[config.mk]
export PLATFORM = sky130hd
export DESIGN_NAME = boot_remap_dec
export DESIGN_NICKNAME = d
export VERILOG_FILES = /design/src/rtl/brd_pkg.sv /design/src/rtl/brd_regs.sv /design/src/rtl/brd_decode.sv /design/src/rtl/boot_remap_dec.sv
export SDC_FILE = /design/constraint.sdc
export NUM_CORES = 1
export LEC_CHECK = 0
export CORE_UTILIZATION = 35
export CTS_BUF_LIST = sky130_fd_sc_hd__clkbuf_8
export CTS_CLUSTER_SIZE = 14
export DETAILED_ROUTE_END_ITERATION = 8
export DONT_BUFFER_PORTS = 1
export PLACE_DENSITY_LB_ADDON = 0.1
export SETUP_SLACK_MARGIN = 0.2
export SLEW_MARGIN = 0
export SYNTH_ARGS = -nofsm -noshare
export SYNTH_HDL_FRONTEND = slang
export SYNTH_SLANG_ARGS = --single-unit
export TNS_END_PERCENT = 100
[constraint.sdc]
create_clock -name clk -period 2.1 [get_ports clk]
set_clock_uncertainty 0.1 [all_clocks]
set_input_delay 0.42 -clock clk [delete_from_list [all_inputs] [get_ports clk]]
set_output_delay 0.42 -clock clk [all_outputs]
set_load 0.005 [all_outputs]
[src/rtl/brd_pkg.sv]
package brd_pkg;
  typedef enum logic {BOOT_ONCHIP = 1'b0, BOOT_OFFCHIP = 1'b1} boot_dev_e;
  localparam int WIN_BITS     = 20;
  localparam int CFG_SIZE_LSB = 12;
  localparam int CFG_SIZE_W   = 2;
  localparam int CFG_EN_BIT   = 14;
  localparam int CFG_WAIT_LSB = 16;
  localparam int CTRL_INDEX   = 0;
endpackage

[src/rtl/brd_regs.sv]
module brd_regs
  import brd_pkg::*;
#(
  parameter int N_CS     = 4,
  parameter int REGION_W = 12,
  parameter int WAIT_W   = 3,
  parameter int REG_AW   = 3
) (
  input  logic                                   clk,
  input  logic                                   rst,
  input  logic                                   wdt_rst,
  input  logic                                   boot_pin,
  input  logic                                   wr_en,
  input  logic [REG_AW-1:0]                      wr_addr,
  input  logic [31:0]                            wr_data,
  input  logic [REG_AW-1:0]                      rd_addr,
  output logic                                   remapped,
  output boot_dev_e                              boot_dev,
  output logic [N_CS-1:0][REGION_W-1:0]          cs_base,
  output logic [N_CS-1:0][CFG_SIZE_W-1:0]        cs_size,
  output logic [N_CS-1:0]                        cs_en,
  output logic [N_CS-1:0][WAIT_W-1:0]            cs_wait,
  output logic [31:0]                            rd_data
);
  logic        remap_q;
  boot_dev_e   boot_q;
  logic [31:0] rd_mux;
  logic        cancel_wr;

  assign cancel_wr = wr_en && (wr_addr == REG_AW'(CTRL_INDEX)) && wr_data[0];

  always_ff @(posedge clk) begin
    if (rst) boot_q <= boot_dev_e'(boot_pin);
    if (rst || wdt_rst) begin
      remap_q <= 1'b1;
      cs_base <= '0;
      cs_size <= '0;
      cs_en   <= '0;
      cs_wait <= '0;
      rd_data <= '0;
    end else begin
      if (cancel_wr) remap_q <= 1'b0;
      for (int i = 0; i < N_CS; i++) begin
        if (wr_en && wr_addr == REG_AW'(i + 1)) begin
          cs_base[i] <= wr_data[REGION_W-1:0];
          cs_size[i] <= wr_data[CFG_SIZE_LSB +: CFG_SIZE_W];
          cs_en[i]   <= wr_data[CFG_EN_BIT];
          cs_wait[i] <= wr_data[CFG_WAIT_LSB +: WAIT_W];
        end
      end
      rd_data <= rd_mux;
    end
  end

  always_comb begin
    rd_mux = '0;
    if (rd_addr == REG_AW'(CTRL_INDEX)) begin
      rd_mux[0] = ~remap_q;
    end else begin
      for (int i = 0; i < N_CS; i++) begin
        if (rd_addr == REG_AW'(i + 1)) begin
          rd_mux[REGION_W-1:0]                = cs_base[i];
          rd_mux[CFG_SIZE_LSB +: CFG_SIZE_W]  = cs_size[i];
          rd_mux[CFG_EN_BIT]                  = cs_en[i];
          rd_mux[CFG_WAIT_LSB +: WAIT_W]      = cs_wait[i];
        end
      end
    end
  end

  assign remapped = remap_q;
  assign boot_dev = boot_q;

  // once left, the boot layout is not re-entered without a reset
  assert_remap_oneway_R6: assert property (@(posedge clk) disable iff (rst || wdt_rst)
    !remap_q |=> !remap_q);

  // a control write with bit 0 clear keeps the boot layout
  assert_zero_write_keeps_R6: assert property (@(posedge clk) disable iff (rst || wdt_rst)
    (remap_q && wr_en && wr_addr == REG_AW'(CTRL_INDEX) && !wr_data[0]) |=> remap_q);

  // watchdog reset returns to boot layout and keeps boot device
  assert_wdt_restore_R5: assert property (@(posedge clk) disable iff (rst)
    wdt_rst |=> (remap_q && $stable(boot_q)));

  // boot choice only changes while rst is high
  assert_boot_hold_R3: assert property (@(posedge clk) disable iff (rst)
    !wdt_rst |=> $stable(boot_q));
endmodule

[src/rtl/brd_decode.sv]
module brd_decode
  import brd_pkg::*;
#(
  parameter int N_CS             = 4,
  parameter int REGION_W         = 12,
  parameter int WAIT_W           = 3,
  parameter int RAM_REMAP_REGION = 3,
  parameter int NVM_REGION       = 1
) (
  input  logic [REGION_W-1:0]              region,
  input  logic                             remapped,
  input  boot_dev_e                        boot_dev,
  input  logic [N_CS-1:0][REGION_W-1:0]    cs_base,
  input  logic [N_CS-1:0][CFG_SIZE_W-1:0]  cs_size,
  input  logic [N_CS-1:0]                  cs_en,
  input  logic [N_CS-1:0][WAIT_W-1:0]      cs_wait,
  output logic                             ram_hit,
  output logic                             nvm_hit,
  output logic [N_CS-1:0]                  cs_hit,
  output logic                             undef,
  output logic [WAIT_W-1:0]                wait_sel
);
  logic [N_CS-1:0] cs_raw;

  for (genvar g = 0; g < N_CS; g++) begin : g_match
    assign cs_raw[g] = cs_en[g] && ((region >> cs_size[g]) == (cs_base[g] >> cs_size[g]));
  end

  always_comb begin
    ram_hit  = 1'b0;
    nvm_hit  = 1'b0;
    cs_hit   = '0;
    wait_sel = '0;
    if (remapped) begin
      if (region == '0) begin
        if (boot_dev == BOOT_OFFCHIP) begin
          cs_hit[0] = 1'b1;
          wait_sel  = cs_wait[0];
        end else begin
          nvm_hit = 1'b1;
        end
      end else if (region == REGION_W'(RAM_REMAP_REGION)) begin
        ram_hit = 1'b1;
      end
    end else begin
      if (region == '0) begin
        ram_hit = 1'b1;
      end else if (region == REGION_W'(NVM_REGION)) begin
        nvm_hit = 1'b1;
      end else begin
        for (int i = N_CS - 1; i >= 0; i--) begin
          if (cs_raw[i]) begin
            cs_hit    = '0;
            cs_hit[i] = 1'b1;
            wait_sel  = cs_wait[i];
          end
        end
      end
    end
    undef = ~(ram_hit | nvm_hit | (|cs_hit));
  end
endmodule

[src/rtl/boot_remap_dec.sv]
module boot_remap_dec
  import brd_pkg::*;
#(
  parameter int ADDR_W           = 32,
  parameter int N_CS             = 4,
  parameter int WAIT_W           = 3,
  parameter int REG_AW           = 3,
  parameter int RAM_REMAP_REGION = 3,
  parameter int NVM_REGION       = 1
) (
  input  logic              clk,
  input  logic              rst,
  input  logic              wdt_rst,
  input  logic              boot_pin,
  input  logic [ADDR_W-1:0] bus_addr,
  input  logic              wr_en,
  input  logic [REG_AW-1:0] wr_addr,
  input  logic [31:0]       wr_data,
  input  logic [REG_AW-1:0] rd_addr,
  output logic [31:0]       rd_data,
  output logic              ram_sel,
  output logic              nvm_sel,
  output logic [N_CS-1:0]   cs_n,
  output logic              undef_access,
  output logic [WAIT_W-1:0] wait_states
);
  localparam int REGION_W = ADDR_W - WIN_BITS;

  logic                            remapped;
  boot_dev_e                       boot_dev;
  logic [N_CS-1:0][REGION_W-1:0]   cs_base;
  logic [N_CS-1:0][CFG_SIZE_W-1:0] cs_size;
  logic [N_CS-1:0]                 cs_en;
  logic [N_CS-1:0][WAIT_W-1:0]     cs_wait;
  logic [REGION_W-1:0]             region;
  logic                            ram_hit, nvm_hit, undef;
  logic [N_CS-1:0]                 cs_hit;
  logic [WAIT_W-1:0]               wait_sel;

  assign region = bus_addr[ADDR_W-1:WIN_BITS];

  brd_regs #(.N_CS(N_CS), .REGION_W(REGION_W), .WAIT_W(WAIT_W), .REG_AW(REG_AW)) u_regs (
    .clk(clk), .rst(rst), .wdt_rst(wdt_rst), .boot_pin(boot_pin),
    .wr_en(wr_en), .wr_addr(wr_addr), .wr_data(wr_data), .rd_addr(rd_addr),
    .remapped(remapped), .boot_dev(boot_dev), .cs_base(cs_base), .cs_size(cs_size),
    .cs_en(cs_en), .cs_wait(cs_wait), .rd_data(rd_data)
  );

  brd_decode #(.N_CS(N_CS), .REGION_W(REGION_W), .WAIT_W(WAIT_W),
               .RAM_REMAP_REGION(RAM_REMAP_REGION), .NVM_REGION(NVM_REGION)) u_dec (
    .region(region), .remapped(remapped), .boot_dev(boot_dev), .cs_base(cs_base),
    .cs_size(cs_size), .cs_en(cs_en), .cs_wait(cs_wait), .ram_hit(ram_hit),
    .nvm_hit(nvm_hit), .cs_hit(cs_hit), .undef(undef), .wait_sel(wait_sel)
  );

  always_ff @(posedge clk) begin
    if (rst || wdt_rst) begin
      ram_sel      <= 1'b0;
      nvm_sel      <= 1'b0;
      cs_n         <= '1;
      undef_access <= 1'b0;
      wait_states  <= '0;
    end else begin
      ram_sel      <= ram_hit;
      nvm_sel      <= nvm_hit;
      cs_n         <= ~cs_hit;
      undef_access <= undef;
      wait_states  <= wait_sel;
    end
  end

  // never more than one select active
  assert_one_select_R10: assert property (@(posedge clk) disable iff (rst)
    $onehot0({ram_sel, nvm_sel, ~cs_n}));

  // an undefined access drives no select
  assert_undef_quiet_R11: assert property (@(posedge clk) disable iff (rst)
    undef_access |-> (!ram_sel && !nvm_sel && (&cs_n)));

  // off-chip boot answers on chip select 0 in window 0
  assert_boot_cs0_R4: assert property (@(posedge clk) disable iff (rst || wdt_rst)
    (remapped && region == '0 && boot_dev == BOOT_OFFCHIP) |=> !cs_n[0]);

  if (N_CS > 1) begin : g_gate_chk
    // upper chip selects stay high in the boot layout
    assert_boot_gate_R7: assert property (@(posedge clk) disable iff (rst || wdt_rst)
      remapped |=> (&cs_n[N_CS-1:1]));
  end
endmodule

* Word-level counts from Yosys, hierarchy flattened
Cells that the tools add are included.
** Storage, ports and cells
- Bits of input ports :: 75
- Memories :: 0
- Latch bits :: 0
- Bits in writable memories :: 0
- Bits in registers :: 116
- Bits in read-only memories :: 0
- Word-level logic and storage cells :: 106
** Operators by class
- Shifts and indexed selects :: 8
- Bitwise logic cells :: 5
- Add/sub/neg operators :: 0
- Divide/modulo/power cells :: 0
- Reduce and logical (&&, ||, !) cells :: 16
- Equal/unequal tests :: 14
- Muxes and demuxes :: 37
- Multipliers :: 0
- Order comparisons :: 0
** Operators by type and width (count)
- right shift 12 x 2 -> 12 bit :: 8
- two-way mux 15 bit :: 4
- == test 12 bit :: 4
- two-way mux 3 bit :: 14
- two-way mux 4 bit :: 6
- two-way mux 1 bit :: 13
- == test 12 x 1 -> 1 bit, second input constant :: 1
- == test 12 x 2 -> 1 bit, second input constant :: 1
- == test 3 x 2 -> 1 bit, second input constant :: 4
- logical NOT 12 bit :: 1
- logical AND 1 bit :: 10
- == test 3 x 1 -> 1 bit, second input constant :: 2
- == test 3 bit, second input constant :: 2
- logical NOT 3 bit :: 2
- inverter 4 bit :: 1
- OR reduction 4 bit :: 1
- inverter 1 bit :: 2
- bitwise OR 1 bit :: 2
- OR reduction 2 bit :: 1
- logical OR 1 bit :: 1

* Longest topological paths before layout
Gate-level depths: netlist of the first run.
- Depth after elaboration :: 13
- Mapped depth :: 7
- Mapped depth without buffers :: 6

* Cells and area by module
From an unflattened synthesis of the first run, not the netlist that was laid out.
** Second synthesis, totals
- Cell total of the unflattened synthesis :: 602
- Area, all modules :: 5021.1 sq um
** By module, submodules not included
- brd_regs :: cells each 445, area an instance 3793.6 sq um, instances 1
- brd_decode :: cells each 135, area an instance 930.9 sq um, instances 1
- boot_remap_dec :: cells each 22, area an instance 296.5 sq um, instances 1

* Worst setup path after synthesis of the first run
OpenSTA, ideal clock, no wires.
- Path kind :: input to register
- Start point :: input bus_addr[25]
- End point :: register wait_states[2]
- Cell stages on the path :: 7
- Required time :: 1.867 ns
- Data arrival time :: 1.633 ns
- Path slack :: 0.233 ns
- Path buffers :: 1
- Setup time :: 0.133 ns
- Cell sequence :: clkbuf_1 -> xnor2_1 -> nand4_1 -> a211oi_2 -> nand2_1 -> a211oi_1 -> o32ai_1
** On the way
- Cells in the longest elaborated chain, start to end :: 10
** RTL lines
- from (decl) :: line boot_remap_dec.sv:15 : input logic [ADDR_W-1:0] bus_addr,
- right shift 12 x 2 -> 12 bit :: line brd_decode.sv:26 : assign cs_raw[g] = cs_en[g] && ((region >> cs_size[g]) == (cs_base[g] >> cs_size[g]));
- == test 12 bit :: line brd_decode.sv:26
- logical AND 1 bit :: line brd_decode.sv:26
- two-way mux 3 bit (4 in a row) :: line brd_decode.sv:52 : if (cs_raw[i]) begin
- two-way mux 3 bit :: line brd_decode.sv:48 : end else if (region == REGION_W'(NVM_REGION)) begin
- two-way mux 3 bit :: line brd_decode.sv:46 : if (region == '0) begin
- two-way mux 3 bit * :: line brd_decode.sv:34 : if (remapped) begin
- to (signal assigned) :: line boot_remap_dec.sv:68 : wait_states <= wait_sel;
- to (decl) :: line boot_remap_dec.sv:25 : output logic [WAIT_W-1:0] wait_states
Every way passes the cells marked *; elsewhere a longest branch is shown, timed or not.
A chain may end at the register's enable or synchronous reset.

* Final worst setup path of the first run
- Start point :: register u_regs.cs_base[5] in the netlist's numbering
- End point :: register undef_access
** On the way
- Cells in the longest elaborated chain, start to end :: 10
** RTL lines
- from (decl) :: line brd_regs.sv:19 : output logic [N_CS-1:0][REGION_W-1:0] cs_base,
- from (signal, indexed assignment) :: line brd_regs.sv:45 : cs_base[i] <= wr_data[REGION_W-1:0];
- right shift 12 x 2 -> 12 bit * :: line brd_decode.sv:26
- == test 12 bit * :: line brd_decode.sv:26
- logical AND 1 bit * :: line brd_decode.sv:26
- two-way mux 4 bit * :: line brd_decode.sv:52
- two-way mux 4 bit * :: line brd_decode.sv:48
- two-way mux 4 bit * :: line brd_decode.sv:46
- two-way mux 1 bit / two-way mux 3 bit (equally long branches) :: line brd_decode.sv:34
- OR reduction 4 bit * :: line brd_decode.sv:60 : undef = ~(ram_hit | nvm_hit | (|cs_hit));
- bitwise OR 1 bit * :: line brd_decode.sv:60
- inverter 1 bit * :: line brd_decode.sv:60
- to (signal assigned) :: line boot_remap_dec.sv:67 : undef_access <= undef;
- to (decl) :: line boot_remap_dec.sv:24 : output logic undef_access,
Marks and branches as above.

==> results of run 1 <==
## routing by layer
layer	GRT usage (%)	wire [um]	vias to the layer above
li1	-	-	1979
met1	28.6	6730	1936
met2	30.6	6490	114
met3	4.93	972	14
met4	6.56	185	0
met5	0	0	-
## power groups by stage
stage	sequential, mW	clock [mW]	combinational, mW
CTS	1.96	1.18	0.237
global route	1.97	1.25	0.260
floorplan	2.01	0	0.239
finish	1.96	1.12	0.239
global placement	2.01	0	0.228
detailed placement	2.01	0	0.230
## cell type report
| class | count | area, sq um |
|---|---|---|
| fill | 1471 | 8500 |
| multi-input combinational | 457 | 2690 |
| sequential | 102 | 2060 |
| tap | 180 | 225 |
| timing repair buffer | 22 | 168 |
| clock buffer | 10 | 138 |
| clock inverter | 5 | 27.5 |
| inverter | 6 | 22.5 |
## final timing paths
path                                          end  slack, ps
worst min-delay path              u_regs.boot_dev         30
worst max-delay path                 undef_access        250
worst min register to register  u_regs.cs_wait[8]        370
worst max register to register       undef_access        250
## timing repair
action	CTS	global route
setup buffers	0	2
hold buffers	1	0
pin swaps	3	10
gates resized for setup	11	10
gates cloned	0	0
endpoints found under the hold margin	1	0
setup endpoints to repair	7	8
## critical path, cell delays in order (launching register included)
cell and delay (ps):
dfxtp_1 360, xnor2_2 230, nand4_1 170, or3_4 420, nor2_2 160, nand4bb_1 170, a211oi_1 90
## flip-flops by register name (all words and copies together) (netlist names)
signal	count
cs_n	4
nvm_sel	1
u_regs.remapped	1
u_regs.rd_data	18
ram_sel	1
u_regs.cs_base	48
u_regs.cs_wait	12
u_regs.cs_size	8
u_regs.boot_dev	1
undef_access	1
u_regs.cs_en	4
wait_states	3
## kinds of logic after synthesis
group	synth area share [%]
AO/OA/AOI/OAI	15.5
flip-flops	41.4
other	0.0756
AND/OR/NAND/NOR	21.5
XOR/XNOR	10.1
multiplexers	4.24
buffers and inverters	7.19
## through the flow
stage / std cells / TNS [ps] / hold slack, ps / setup WS, ps / cell area (sq um)
final: 782 / 0 / 28.7 / 254 / 5330
after global routing: 782 / 0 / 10.4 / 201 / 5330
after CTS: 780 / 0 / 9.53 / 209 / 5270
after detailed placement: 764 / -168 / 356 / -58.7 / 5040
after global placement: 764 / 0 / 346 / 48.8 / 5040
after floorplan: 624 / 0 / 336 / 233 / 5010
## placed cells by master, fill, tap and decap left out, types with 2 or more instances in the layout
cell type,count
a21oi_1,91
xor2_1,6
mux2_2,16
dfxtp_1,96
nor2b_1,6
nor2_1,47
o21ai_0,2
buf_4,21
conb_1,14
a21oi_2,2
xnor2_2,10
nand2_1,150
nor4_1,3
and3_1,8
nand3_1,7
clkinv_2,3
a211oi_2,3
inv_1,7
nand4_1,7
a211oi_1,5
xnor2_1,29
o211ai_1,4
a22oi_1,17
nor4_4,2
or2_2,2
clkbuf_8,10
a21o_1,2
o32ai_1,2
dfxtp_2,5
mux2i_1,3
xnor2_4,3
==> impl_metrics.ini, run 1 <==
[synth]
synth_edf_count = 1
synth_cells = 611
synth_most_common_cell = nand2_1
async_flop_share_pct = 0
synth.area.top_cells = dfxtp_1 41%, nand2_1 11%, a21oi_1 9.4%, xnor2_1 6.4%, mux2_2 3.6%
netlist_area_sq_mm = 0.00496
netlist-cell-type-count = 43
synth.avg_cell_area_sq_um = 8.12
seq_area_frac_synth_pct = 41.4
ys_ff_latch = 102
yosys_warnings = 0
synthTopCellsByCount = 151 x nand2_1, 101 x dfxtp_1, 93 x a21oi_1
synth.top_cell.area_share_pct = 40.8
synth_top_cell_by_area = dfxtp_1
synthFlopType = dfxtp_1

[worst_hold_path]
hp-start = boot_pin
hp-class = primary input to flop
holdPathStages = 0

[drt]
first_iter_violations = 296
vias = 4043
ant_nets = 0
avgViaCountPerCell = 5.17
drt-total-wl_um = 14400
wire_per_inst_um = 18.4
drt-pass1-iter-count = 5
drcViolationCount = 0

[timing]
worst_pin_slew_ps = 637
setup_viol = 0
hold_viol_final = 0
rsz0062_at_grt = no
fmaxAchievable_mhz = 542
period_share_pct = 87.9
final_max_slew_viol_count = 0
slew_headroom_pct = 57.5
post-route-min-period_ps = 1850

[power_and_ir_drop]
share_seq_of_total_power_pct = 59.1
ir_drop_v = 0.000270
power_mw = 3.33
p_per_area_mw_per_mm2 = 624
switching_share_pct = 24.9
cell_internal_pwr_mw = 2.50
switchingPower_mw = 0.827
clock_power_share_pct = 33.7
combinationalPowerShare_pct = 7.2
cellLeakagePower_nw = 1.74

[cts]
root_buffer = clkbuf_8
cts_buffers = 9
clock_sinks = 102
worst_setup_hold_path_clk_slew_ps = 100
h-tree-depth = 3
worstSkewPairLatency_ps = 380
cts_buffer_depth = 2
cts_tree = built

[final_layout]
drive_gt1_share_pct = 14.6
diodes = 0
syn2layout_area_growth_pct = 7.52
final_util_pct = 38.6
nNetsFinal = 673

[floorplan]
rows = 43
dieHeight_um = 121
die_w_um = 121
num_io_pins = 117
start_util_pct = 35.9
coreArea_sq_mm = 0.0138
dieArea_sq_mm = 0.0146

[global_routing]
grt_pass1_wl_um = 21900
gr-total-overflow = 0
grt_pass1_vias = 3810
antenna_found_initial = 0
grt_max_degree = 62
track_usage_pct = 20.4

[placed_design]
dp_hpwl_um = 9720
gp_congestion = 0.815
portBuffers = 0

[worst_setup_path]
reg2reg_depth = 6
worstPathMaxFanout = 3
crit_path_end_kind = flop
crit_arrival_ps = 1980
startpoint = u_regs.cs_base[5]
cp-start-kind = flop
timing.rr.start = u_regs.cs_base[5]
cp.required_ps = 2230
path_class = flop to flop

[job]
max-cap-violations = 0

[outcome]
outcome = complete, no violations
(Power assumes the default switching activity.)
==> inputs of run 2 (changes only) <==
PLACE_DENSITY = 0.56   (was default)
PLACE_DENSITY_LB_ADDON = default   (was 0.1)
==> impl_metrics.ini, run 2 (same netlist as run 1, synthesis figures left out) <==
[outcome]
outcome = complete, no violations

[placed_design]
gp_congestion = 0.845
pre_cts_slack_ps = 8.58
portBuffers = 0
placed_cell_area_sq_mm = 0.00501
dp_hpwl_um = 9440

[worst_setup_path]
path_cells = xnor2_4 -> nand4_1 -> a211oi_2 -> buf_4 -> and3_1 -> a211oi_1 -> o32ai_1
crit_arrival_ps = 2120
timing.rr.end = wait_states[0]
crit_end = wait_states[0]
path_class = flop to flop
reg2reg_depth = 7
max_stage_delay_ps = 380
cp.required_ps = 2300
ff2ff_setup_slack_ps = 180
worstPathMaxFanout = 4
cp_num_buf_inv = 1
cp_top_family = compound AO/OA/AOI/OAI gates
cp-start-kind = flop
worst_path_max_delay_cell = dfxtp_4
startpoint = u_regs.cs_base[35]
timing.rr.start = u_regs.cs_base[35]
crit_cells = 7
crit_path_end_kind = flop

[final_layout]
regMostFlops = u_regs.cs_base
layout_common_cells = 150 x nand2_1, 99 x dfxtp_1, 92 x a21oi_1, 48 x nor2_1, 31 x xnor2_1
diodes = 0
stdcell_area_sq_mm = 0.00530
largest_reg_flops = 48
final_common_cell = nand2_1
final_util_pct = 38.3
biggestRegsByFlops = u_regs.cs_base: 48 flops, u_regs.rd_data: 18 flops, u_regs.cs_wait: 12 flops
drive_gt1_share_pct = 12.7
nNetsFinal = 668
syn2layout_area_growth_pct = 6.84

[drt]
drcViolationCount = 0
wl_met2_um = 6390
drt-total-wl_um = 14100
met1Wirelength_um = 6260
top_layer = met4
first_iter_violations = 259
avgViaCountPerCell = 5.18
wl_met3_um = 1250
drt-pass1-iter-count = 4
vias = 4031
ant_nets = 0
wire_per_inst_um = 18.2

[timing]
hold_viol_final = 0
worst_pin_slew_ps = 706
fmaxAchievable_mhz = 521
fin_ws_ps = 180
final_max_slew_viol_count = 0
rsz0062_at_grt = yes
setup_viol = 0
fin_setup_tns_ps = 0
slew_headroom_pct = 53.0
period_share_pct = 91.4
post-route-min-period_ps = 1920

[power_and_ir_drop]
cellLeakagePower_nw = 1.70
ir_drop_v = 0.000246
p_per_area_mw_per_mm2 = 648

[cts]
root_buffer = clkbuf_8
worst_setup_hold_path_clk_slew_ps = 100
cts_buffer_depth = 2
cts_tree = built
worstSkewPairLatency_ps = 400
h-tree-depth = 3
cts_buffers = 9
clock_sinks = 102

[floorplan]
dieArea_sq_mm = 0.0146
dieHeight_um = 121
rows = 43
start_util_pct = 35.9
coreArea_sq_mm = 0.0138
die_w_um = 121
num_io_pins = 117

[global_routing]
gr-total-overflow = 0
grt_pass1_wl_um = 22000
grt_pass1_vias = 3924
grt_max_degree = 68
track_usage_pct = 20.2
antenna_found_initial = 0

[worst_hold_path]
hp-class = primary input to flop

[job]
max-cap-violations = 0
[run 2: area by class of cell]
class                   count  area [sq um]
clock inverters             6          51.3
flip-flops and latches    102          2060
multi-input cells         457          2670
clock buffers              10           138
inverters                   6          22.5
well taps                 180           225
fillers                  1406          8530
repair buffers             17           130
[run 2: power breakdown]
part           total, mW  switching [mW]  internal (mW)
clock network       1.24           0.756          0.480
registers           1.96          0.0134           1.95
logic              0.233           0.137         0.0956
total               3.43           0.907           2.53
[run 2: per-stage QoR]
step | instances | total power [mW] | hold slack, ps
floorplan | 624 | 2.24 | 336
global placement | 760 | 2.23 | 345
detailed placement | 760 | 2.23 | 358
CTS | 778 | 3.47 | 6.17
global route | 778 | 3.58 | 6.84
finish | 778 | 3.43 | 23.9
[run 2: how the worst min path moves through the flow]
stage	slack (ps)	endpoint	cells after the start	startpoint
floorplan	340	u_regs.cs_size[3]	2	u_regs.cs_size[3]
global placement	340	u_regs.cs_size[3]	2	u_regs.cs_size[3]
detailed placement	360	u_regs.cs_wait[8]	2	u_regs.cs_wait[8]
CTS	6	u_regs.boot_dev	0	boot_pin
global route	7	u_regs.boot_dev	0	boot_pin
finish	20	u_regs.boot_dev	0	boot_pin
[run 2: repair_timing]
item / in CTS / in global routing
endpoints found under the setup margin: 3 / 3
buffers inserted: 1 / 0
pin swaps: 3 / 5
endpoints found under the hold margin: 1 / 0
hold buffers: 1 / 0
resized for setup: 5 / 9
[run 2: metal layers]
metal  vias up  track usage (%)
met3        20             6.53
met5         -                0
met4         0             6.64
li1       1975                -
met1      1903             26.9
met2       133             30.6
